==> config.mk <==
export PLATFORM = sky130hd
export DESIGN_NAME = spi_irq_regs
export DESIGN_NICKNAME = d
export VERILOG_FILES = /design/src/rtl/spi_irq_pkg.sv /design/src/rtl/spi_irq_src_cell.sv /design/src/rtl/spi_irq_soft_rst.sv /design/src/rtl/spi_irq_regs.sv
export SDC_FILE = /design/constraint.sdc
export NUM_CORES = 1
export LEC_CHECK = 0
export ABC_AREA = 1
export CORE_UTILIZATION = 40
export CTS_BUF_LIST = sky130_fd_sc_hd__clkbuf_4 sky130_fd_sc_hd__clkbuf_8
export DETAILED_ROUTE_END_ITERATION = 12
export GPL_ROUTABILITY_DRIVEN = 0
export PLACE_DENSITY = 0.82
export SLEW_MARGIN = 25
export SYNTH_ARGS = -nofsm -noshare
export SYNTH_HDL_FRONTEND = slang
export SYNTH_SLANG_ARGS = --single-unit
==> constraint.sdc <==
create_clock -name clk_i -period 2.8 [get_ports clk_i]
set_input_delay 0.56 -clock clk_i [delete_from_list [all_inputs] [get_ports clk_i]]
set_output_delay 0.56 -clock clk_i [all_outputs]
set_load 0.01 [all_outputs]
==> src/rtl/spi_irq_pkg.sv <==
package spi_irq_pkg;
  localparam int unsigned OFF_GIE  = 32'h1C;
  localparam int unsigned OFF_STAT = 32'h20;
  localparam int unsigned OFF_IEN  = 32'h28;
  localparam int unsigned OFF_SRST = 32'h40;
  localparam int unsigned SRST_KEY = 32'h0A;
  localparam int unsigned GIE_BIT  = 31;

  typedef enum logic [2:0] {
    SRC_MODE_FAULT  = 3'd0,
    SRC_SLAVE_FAULT = 3'd1,
    SRC_TX_EMPTY    = 3'd2,
    SRC_TX_UNDERRUN = 3'd3,
    SRC_RX_FULL     = 3'd4,
    SRC_RX_OVERRUN  = 3'd5,
    SRC_TX_HALF     = 3'd6
  } irq_src_e;
endpackage

==> src/rtl/spi_irq_src_cell.sv <==
module spi_irq_src_cell (
  input  logic clk_i,
  input  logic rst_ni,
  input  logic evt_i,
  input  logic clr_i,
  input  logic hold_i,
  output logic stat_o
);
  logic prev_q;
  logic stat_q;
  logic rise;

  assign rise = evt_i & ~prev_q;

  // edge history keeps tracking during hold so a level held high across it cannot latch
  always_ff @(posedge clk_i or negedge rst_ni) begin
    if (!rst_ni) prev_q <= 1'b0;
    else         prev_q <= evt_i;
  end

  always_ff @(posedge clk_i or negedge rst_ni) begin
    if (!rst_ni)     stat_q <= 1'b0;
    else if (hold_i) stat_q <= 1'b0;
    else if (rise)   stat_q <= 1'b1;
    else if (clr_i)  stat_q <= 1'b0;
  end

  assign stat_o = stat_q;
endmodule

==> src/rtl/spi_irq_soft_rst.sv <==
module spi_irq_soft_rst #(
  parameter int unsigned RST_CYCLES = 16
) (
  input  logic clk_i,
  input  logic rst_ni,
  input  logic fire_i,
  output logic busy_o
);
  localparam int unsigned CNT_W = $clog2(RST_CYCLES + 1);
  localparam logic [CNT_W-1:0] CNT_LOAD = CNT_W'(RST_CYCLES);

  logic [CNT_W-1:0] cnt_q;

  always_ff @(posedge clk_i or negedge rst_ni) begin
    if (!rst_ni)              cnt_q <= '0;
    else if (fire_i)          cnt_q <= CNT_LOAD;
    else if (cnt_q != '0)     cnt_q <= cnt_q - 1'b1;
  end

  assign busy_o = (cnt_q != '0);
endmodule

==> src/rtl/spi_irq_regs.sv <==
module spi_irq_regs
  import spi_irq_pkg::*;
#(
  parameter int unsigned NUM_SRC    = 7,
  parameter int unsigned ADDR_W     = 8,
  parameter int unsigned DATA_W     = 32,
  parameter int unsigned RST_CYCLES = 16
) (
  input  logic              clk_i,
  input  logic              rst_ni,
  input  logic              reg_we_i,
  input  logic [ADDR_W-1:0] reg_addr_i,
  input  logic [DATA_W-1:0] reg_wdata_i,
  output logic [DATA_W-1:0] reg_rdata_o,
  input  logic [NUM_SRC-1:0] evt_i,
  output logic              irq_o,
  output logic              core_rst_o
);
  localparam logic [ADDR_W-1:0] A_GIE  = ADDR_W'(OFF_GIE);
  localparam logic [ADDR_W-1:0] A_STAT = ADDR_W'(OFF_STAT);
  localparam logic [ADDR_W-1:0] A_IEN  = ADDR_W'(OFF_IEN);
  localparam logic [ADDR_W-1:0] A_SRST = ADDR_W'(OFF_SRST);
  localparam int unsigned GIE_POS = (GIE_BIT < DATA_W) ? GIE_BIT : DATA_W - 1;

  logic [NUM_SRC-1:0] stat_q;
  logic [NUM_SRC-1:0] ien_q;
  logic               gie_q;
  logic               busy;
  logic               fire;
  logic               hold;
  logic               wr_ok;

  assign wr_ok = reg_we_i & ~busy;
  assign fire  = wr_ok & (reg_addr_i == A_SRST) & (reg_wdata_i == DATA_W'(SRST_KEY));
  assign hold  = fire | busy;

  spi_irq_soft_rst #(.RST_CYCLES(RST_CYCLES)) u_srst (
    .clk_i  (clk_i),
    .rst_ni (rst_ni),
    .fire_i (fire),
    .busy_o (busy)
  );

  for (genvar g = 0; g < NUM_SRC; g++) begin : g_src
    spi_irq_src_cell u_cell (
      .clk_i  (clk_i),
      .rst_ni (rst_ni),
      .evt_i  (evt_i[g]),
      .clr_i  (wr_ok & (reg_addr_i == A_STAT) & reg_wdata_i[g]),
      .hold_i (hold),
      .stat_o (stat_q[g])
    );
  end

  always_ff @(posedge clk_i or negedge rst_ni) begin
    if (!rst_ni) begin
      ien_q <= '0;
      gie_q <= 1'b0;
    end else if (hold) begin
      ien_q <= '0;
      gie_q <= 1'b0;
    end else if (wr_ok) begin
      if (reg_addr_i == A_IEN) ien_q <= reg_wdata_i[NUM_SRC-1:0];
      if (reg_addr_i == A_GIE) gie_q <= reg_wdata_i[GIE_POS];
    end
  end

  always_comb begin
    reg_rdata_o = '0;
    case (reg_addr_i)
      A_GIE:   reg_rdata_o[GIE_POS] = gie_q;
      A_STAT:  reg_rdata_o[NUM_SRC-1:0] = stat_q;
      A_IEN:   reg_rdata_o[NUM_SRC-1:0] = ien_q;
      default: reg_rdata_o = '0;
    endcase
  end

  assign irq_o      = gie_q & |(stat_q & ien_q);
  assign core_rst_o = busy;
endmodule

==> Word-level counts from Yosys, hierarchy flattened <==
Cells that the tools add are included.
{ "word_totals": {"latchBits": 0, "wordCells": 98, "n_memories": 0, "romBits": 0, "reg_bits": 27, "ram_bits": 0} }
{ "op_classes": {"add_sub_neg": 1, "multipliers": 0, "bitwise_logic": 29, "n_eq_ne": 5, "shift": 0, "muxes": 31, "div_mod_pow": 0, "magnitude_cmp": 0, "reduce_logical": 15} }
{ "op_table": {"columns": ["op", "count"], "rows": [
  ["32-bit by 4-bit == test with 1-bit output (second input constant)", 1],
  ["1-bit two-way mux", 25],
  ["7-bit two-way mux", 3],
  ["3-bit nonzero test", 7],
  ["1-bit AND", 19],
  ["8-bit by 6-bit == test with 1-bit output (second input constant)", 2],
  ["7-bit case mux with 2 select lines", 1],
  ["5-bit two-way mux", 2],
  ["8-bit by 5-bit == test with 1-bit output (second input constant)", 1],
  ["8-bit by 7-bit == test with 1-bit output (second input constant)", 1],
  ["1-bit NOT", 8],
  ["2-bit nonzero test", 4],
  ["7-bit AND", 1],
  ["7-bit OR reduction", 1],
  ["5-bit nonzero test", 1],
  ["5-bit by 1-bit subtractor with 5-bit output (second input constant)", 1],
  ["2-bit AND reduction", 2],
  ["1-bit bitwise OR", 1]
]} }

==> Longest topological paths before layout <==
{ "logic_depth": {"depth_word": 8, "ltp_mapped": 11} }

==> Cells and area by module <==
A second synthesis with hierarchy kept.
{ "unflattened": {"hier_cells": 272, "hier_area_um2": 1844.3} }
{ "by_module_without_submodules": {"columns": ["mod", "cells_each", "area_each_um2", "seq_area_each_um2", "instances"], "rows": [
  ["spi_irq_regs", 190, 1067.3, 200.2, 1],
  ["spi_irq_src_cell", 7, 73.8, 50.0, 7],
  ["spi_irq_soft_rst", 33, 260.2, 125.1, 1]
]} }

==> Least setup slack after synthesis <==
No wires, ideal clock.
{ "synth_path": {"path_type": "input-to-output", "startpoint": "in reg_addr_i[1]", "endpoint": "out reg_rdata_o[1]", "t_arrival_ns": 1.422, "stages": 7, "path_slack_ns": 0.818, "cell_sequence": "nor2_1 -> inv_1 -> nor2_1 -> nand4_2 -> clkinv_1 -> nand2_1 -> o21ai_0"} }
{ "synth_via": {"elab_chain_cells": 2, "word_cells_on_any_way": 3, "cone_classes": "eq/ne (2); mux (1)"} }
{ "synth_rtl": {"columns": ["element", "line", "source"], "rows": [
  ["start, declared", "spi_irq_regs.sv:12", "input logic [ADDR_W-1:0] reg_addr_i,"],
  ["8-bit by 6-bit == test with 1-bit output", "spi_irq_regs.sv:70", "case (reg_addr_i)"],
  ["7-bit case mux with 2 select lines (*)", "spi_irq_regs.sv:70", null],
  ["end, declared", "spi_irq_regs.sv:14", "output logic [DATA_W-1:0] reg_rdata_o,"]
]} }
Mark *: on every way between the ends. The rest lies on a longest branch, timed or not.

==> Final worst setup path <==
{ "layout_path": {"startpoint": "in reg_addr_i[1]", "endpoint": "out reg_rdata_o[4]"} }
Same word-level chain as after synthesis.

==> report_table.html <==
<table>
<tr><th>Metric</th><th>Value</th></tr>
<tr><th colspan="2">Outcome</th></tr>
<tr><td>Outcome</td><td>finished, final reports clean</td></tr>
<tr><th colspan="2">Drt</th></tr>
<tr><td>Drt first-iter violations</td><td>75</td></tr>
<tr><td>Vias per std cell</td><td>4.59</td></tr>
<tr><td>Post-route DRC</td><td>0</td></tr>
<tr><td>Number of search-and-repair iterations in the first detailed-routing pass</td><td>4</td></tr>
<tr><td>Count of nets left with antenna violations after detail routing</td><td>0</td></tr>
<tr><td>Routed wire length per instance</td><td>11.6 microns</td></tr>
<tr><td>Total vias in the final route</td><td>1573</td></tr>
<tr><td>Total Routed Length</td><td>3970 microns</td></tr>
<tr><th colspan="2">Clocking</th></tr>
<tr><td>Root buffer cell</td><td>sky130_fd_sc_hd__clkbuf_8</td></tr>
<tr><td>Clock-pin transition on the worst setup and hold timing paths</td><td>0.09 ns</td></tr>
<tr><td>Maximum count of clock buffers along a single path</td><td>2</td></tr>
<tr><td>H-Tree Depth</td><td>1</td></tr>
<tr><td>Worst skew pair latency</td><td>0.28 ns</td></tr>
<tr><td>CTS sink cnt</td><td>27</td></tr>
<tr><td>Clock buffer count from CTS</td><td>3</td></tr>
<tr><td>Total of hold buffers inserted after clock tree synthesis</td><td>0</td></tr>
<tr><td>CTS tree</td><td>done</td></tr>
<tr><th colspan="2">Cells and area</th></tr>
<tr><td>Multi-input logic area</td><td>787 sq um</td></tr>
<tr><td>Footprint of the flip-flops and latches</td><td>676 sq um</td></tr>
<tr><td># diodes</td><td>0</td></tr>
<tr><td>Final #Nets</td><td>345</td></tr>
<tr><td>Filler cell count in the final layout</td><td>380</td></tr>
<tr><td>Post-synthesis to final-layout area growth</td><td>40.7%</td></tr>
<tr><td>Final cell count without fillers</td><td>343</td></tr>
<tr><td>Ratio of cells with drive above 1 in the final layout</td><td>0.102</td></tr>
<tr><th colspan="2">Floorplan</th></tr>
<tr><td>I/O Pins</td><td>84</td></tr>
<tr><td>DIE HEIGHT</td><td>66.8 microns</td></tr>
<tr><td># rows</td><td>23</td></tr>
<tr><td>Die extent in x</td><td>66.8 microns</td></tr>
<tr><td>Initial standard-cell utilization of the core</td><td>0.417</td></tr>
<tr><td>Total die area</td><td>0.00447 sq mm</td></tr>
<tr><td>Floorplan core area</td><td>0.00403 sq mm</td></tr>
<tr><th colspan="2">Synthesis</th></tr>
<tr><td>Post-synthesis cell area</td><td>0.00168 sq mm</td></tr>
<tr><td>Predominant post-synthesis flop cell</td><td>sky130_fd_sc_hd__dfrtp_1</td></tr>
<tr><td>Top cell type by total area after synthesis</td><td>sky130_fd_sc_hd__dfrtp_1</td></tr>
<tr><td>Count of mapped cells out of synthesis</td><td>221</td></tr>
<tr><td>Most used standard cell by instance count after synthesis</td><td>sky130_fd_sc_hd__nand2_1</td></tr>
<tr><td>Avg Synthesized Cell Area</td><td>7.61 sq um</td></tr>
<tr><td>Async set or reset register ratio after synthesis</td><td>1.00</td></tr>
<tr><td>List of most frequent post-synthesis cells</td><td>45 x sky130_fd_sc_hd__nand2_1, 42 x sky130_fd_sc_hd__nor2_1, 32 x sky130_fd_sc_hd__inv_1</td></tr>
<tr><td>Warning count from the yosys run</td><td>0</td></tr>
<tr><td>Number of synthesized flops with an enable pin</td><td>0</td></tr>
<tr><td>Post-synth top area share</td><td>0.402</td></tr>
<tr><td>Yosys cell types</td><td>26</td></tr>
<tr><td>Sequential cell area fraction in the yosys report</td><td>0.402</td></tr>
<tr><td>Count of state elements after synthesis</td><td>27</td></tr>
<tr><td>Top cells by area in the synthesized netlist</td><td>sky130_fd_sc_hd__dfrtp_1 40%, sky130_fd_sc_hd__buf_4 11%, sky130_fd_sc_hd__nand2_1 10%</td></tr>
<tr><th colspan="2">STA</th></tr>
<tr><td>Clock tree skew after final layout</td><td>0.00504 ns</td></tr>
<tr><td>Unrepaired setup endpoints after global routing</td><td>no</td></tr>
<tr><td>Period minus WS final</td><td>2.56 ns</td></tr>
<tr><td>Post-route setup slack</td><td>0.243 ns</td></tr>
<tr><td>Timing-limited maximum frequency</td><td>391 MHz</td></tr>
<tr><td>Endpoints failing hold</td><td>0</td></tr>
<tr><td>Final-report setup violation count</td><td>0</td></tr>
<tr><td>Slew Limit Fails</td><td>0</td></tr>
<tr><td>Fin crit share</td><td>0.913</td></tr>
<tr><th colspan="2">Setup path</th></tr>
<tr><td>CP max stage delay</td><td>0.41 ns</td></tr>
<tr><td>Buf/Inv on CP</td><td>4</td></tr>
<tr><td>Worst Path Max Fanout</td><td>4</td></tr>
<tr><td>Arrival time worst endpoint</td><td>2.00 ns</td></tr>
<tr><td>Required time of the worst setup path</td><td>2.24 ns</td></tr>
<tr><td>Kind of capture point of the worst setup path</td><td>output pin</td></tr>
<tr><td>CP max-delay cell</td><td>sky130_fd_sc_hd__clkdlybuf4s50_1</td></tr>
<tr><td>CP Cell Sequence</td><td>clkdlybuf4s50_1 &gt; nor2_2 &gt; inv_1 &gt; nor2_1 &gt; nand4_2 &gt; buf_4 &gt; o22ai_1 &gt; dlygate4sd2_1</td></tr>
<tr><td>Cell class contributing the biggest share of worst-path delay</td><td>buffers and inverters</td></tr>
<tr><td>CP Class</td><td>primary input to output pin</td></tr>
<tr><td>Sort of element at the start of the critical path</td><td>primary input</td></tr>
<tr><th colspan="2">Global route</th></tr>
<tr><td>Total Routing Usage GR</td><td>0.204</td></tr>
<tr><td>Overflow left after global routing</td><td>0</td></tr>
<tr><td>Initial antenna violation count</td><td>0</td></tr>
<tr><td>Vias in the first global route</td><td>1611</td></tr>
<tr><td>Maximum number of pins on one net before global-route repair</td><td>28</td></tr>
<tr><td>Global-route wire length before repair</td><td>6730 microns</td></tr>
<tr><th colspan="2">Placed design</th></tr>
<tr><td>Count of placed standard cells including taps</td><td>338</td></tr>
<tr><td>Total of buffers placed on input and output ports</td><td>59</td></tr>
<tr><td>Worst slack at placement</td><td>-0.101 ns</td></tr>
<tr><td>DP HPWL</td><td>3240 microns</td></tr>
<tr><th colspan="2">Job</th></tr>
<tr><td>Max-cap violations</td><td>0</td></tr>
<tr><th colspan="2">Power</th></tr>
<tr><td>Pleak</td><td>1.24 nW</td></tr>
<tr><td>P per Cell Area</td><td>333 mW/mm^2</td></tr>
<tr><td>Max rail drop VDD</td><td>300 uV</td></tr>
<tr><th colspan="2">Hold path</th></tr>
<tr><td>Worst min-delay path category</td><td>flip-flop to flip-flop</td></tr>
</table>
state kept, by name, summed over array words and instances (netlist names):
signal / count
g_src.u_cell.prev_q: 7
ien_q: 7
u_srst.cnt_q: 5
g_src.u_cell.stat_o: 7
gie_q: 1
metrics by stage:
stage	utilization	cell area [sq um]	hold WS, ns	setup TNS, ns	total power, mW
2_1_floorplan	-	1770	0.264	0	0.489
3_5_place_dp	0.573	2310	0.468	-0.496	0.564
5_1_grt	0.587	2370	0.531	0	0.833
3_3_place_gp	0.573	2310	0.463	-0.309	0.561
4_1_cts	0.586	2360	0.490	0	0.800
6_report	0.587	2370	0.487	0	0.788
metal layers:
metal	global-route usage	share of wire	vias to the layer above
li1	-	-	792
met1	0.232	0.39	715
met2	0.362	0.53	56
met3	0.0531	0.059	10
met4	0.0745	0.020	0
met5	0	0	-
power by group:
| group | internal, mW | switching, mW |
|---|---|---|
| registers | 0.402 | 0.00578 |
| clock network | 0.101 | 0.129 |
| logic | 0.0821 | 0.0678 |
repair_timing:
| action | in CTS | in global routing |
|---|---|---|
| gates cloned | 0 | 0 |
| endpoints found under the hold margin | 0 | 0 |
| endpoints found under the setup margin | 7 | 1 |
| resized for setup | 9 | 2 |
| pin swaps | 1 | 0 |
| buffers inserted | 1 | 0 |
cell families after synthesis:
family / synth area share
xor gates and xnor gates: 0.0156
and+or+nand+nor: 0.306
AOI/OAI and AO/OA: 0.0811
DFF: 0.402
other: 0.00223
buffers and inverters: 0.186
adders and majority gates: 0.00744
final cells by class:
| class | instances | area share |
|---|---|---|
| Sequential cell | 27 | 0.286 |
| Tap cell | 50 | 0.0264 |
| Clock inverter | 1 | 0.00317 |
| Inverter | 34 | 0.0561 |
| Clock buffer | 3 | 0.0175 |
| Multi-Input combinational cell | 159 | 0.333 |
| Timing Repair Buffer | 69 | 0.279 |
final timing paths:
kind	depth (start not counted)	end	slack, ns	startpoint
setup / recovery	8	reg_rdata_o[4]	0.24	reg_addr_i[1]
min in group asynchronous	2	g_src[4].u_cell.prev_q	0.65	rst_ni
hold reg to reg	2	ien_q[3]	0.49	ien_q[3]
setup reg to reg	9	g_src[2].u_cell.stat_o	1.09	u_srst.cnt_q[0]
max in group asynchronous	2	g_src[6].u_cell.prev_q	1.88	rst_ni
hold / removal	2	ien_q[3]	0.49	ien_q[3]
cell usage in the layout (no fill, tap or decap), types with 2 or more instances in the layout:
master,instances
sky130_fd_sc_hd__clkdlybuf4s50_1,51
sky130_fd_sc_hd__nand2_1,45
sky130_fd_sc_hd__nor2_1,39
sky130_fd_sc_hd__inv_1,32
sky130_fd_sc_hd__dfrtp_1,27
sky130_fd_sc_hd__conb_1,24
sky130_fd_sc_hd__buf_4,10
sky130_fd_sc_hd__o22ai_1,8
sky130_fd_sc_hd__a22oi_1,7
sky130_fd_sc_hd__nand4_1,7
sky130_fd_sc_hd__dlygate4sd2_1,7
sky130_fd_sc_hd__nor2_2,4
sky130_fd_sc_hd__o21ai_0,3
sky130_fd_sc_hd__nand2_2,3
sky130_fd_sc_hd__xor2_1,3
sky130_fd_sc_hd__clkbuf_8,3
sky130_fd_sc_hd__nand4_2,2
sky130_fd_sc_hd__a21oi_1,2
sky130_fd_sc_hd__nand2_4,2
sky130_fd_sc_hd__nor2_4,2
sky130_fd_sc_hd__nand3_1,2
tightest hold or removal path, delay by kind of cell (launching register included):
kind	cells	cell delay, ns
flip-flops	1	0.35
AND/OR/NAND/NOR	2	0.11
Power figures use the tool's default switching activity.
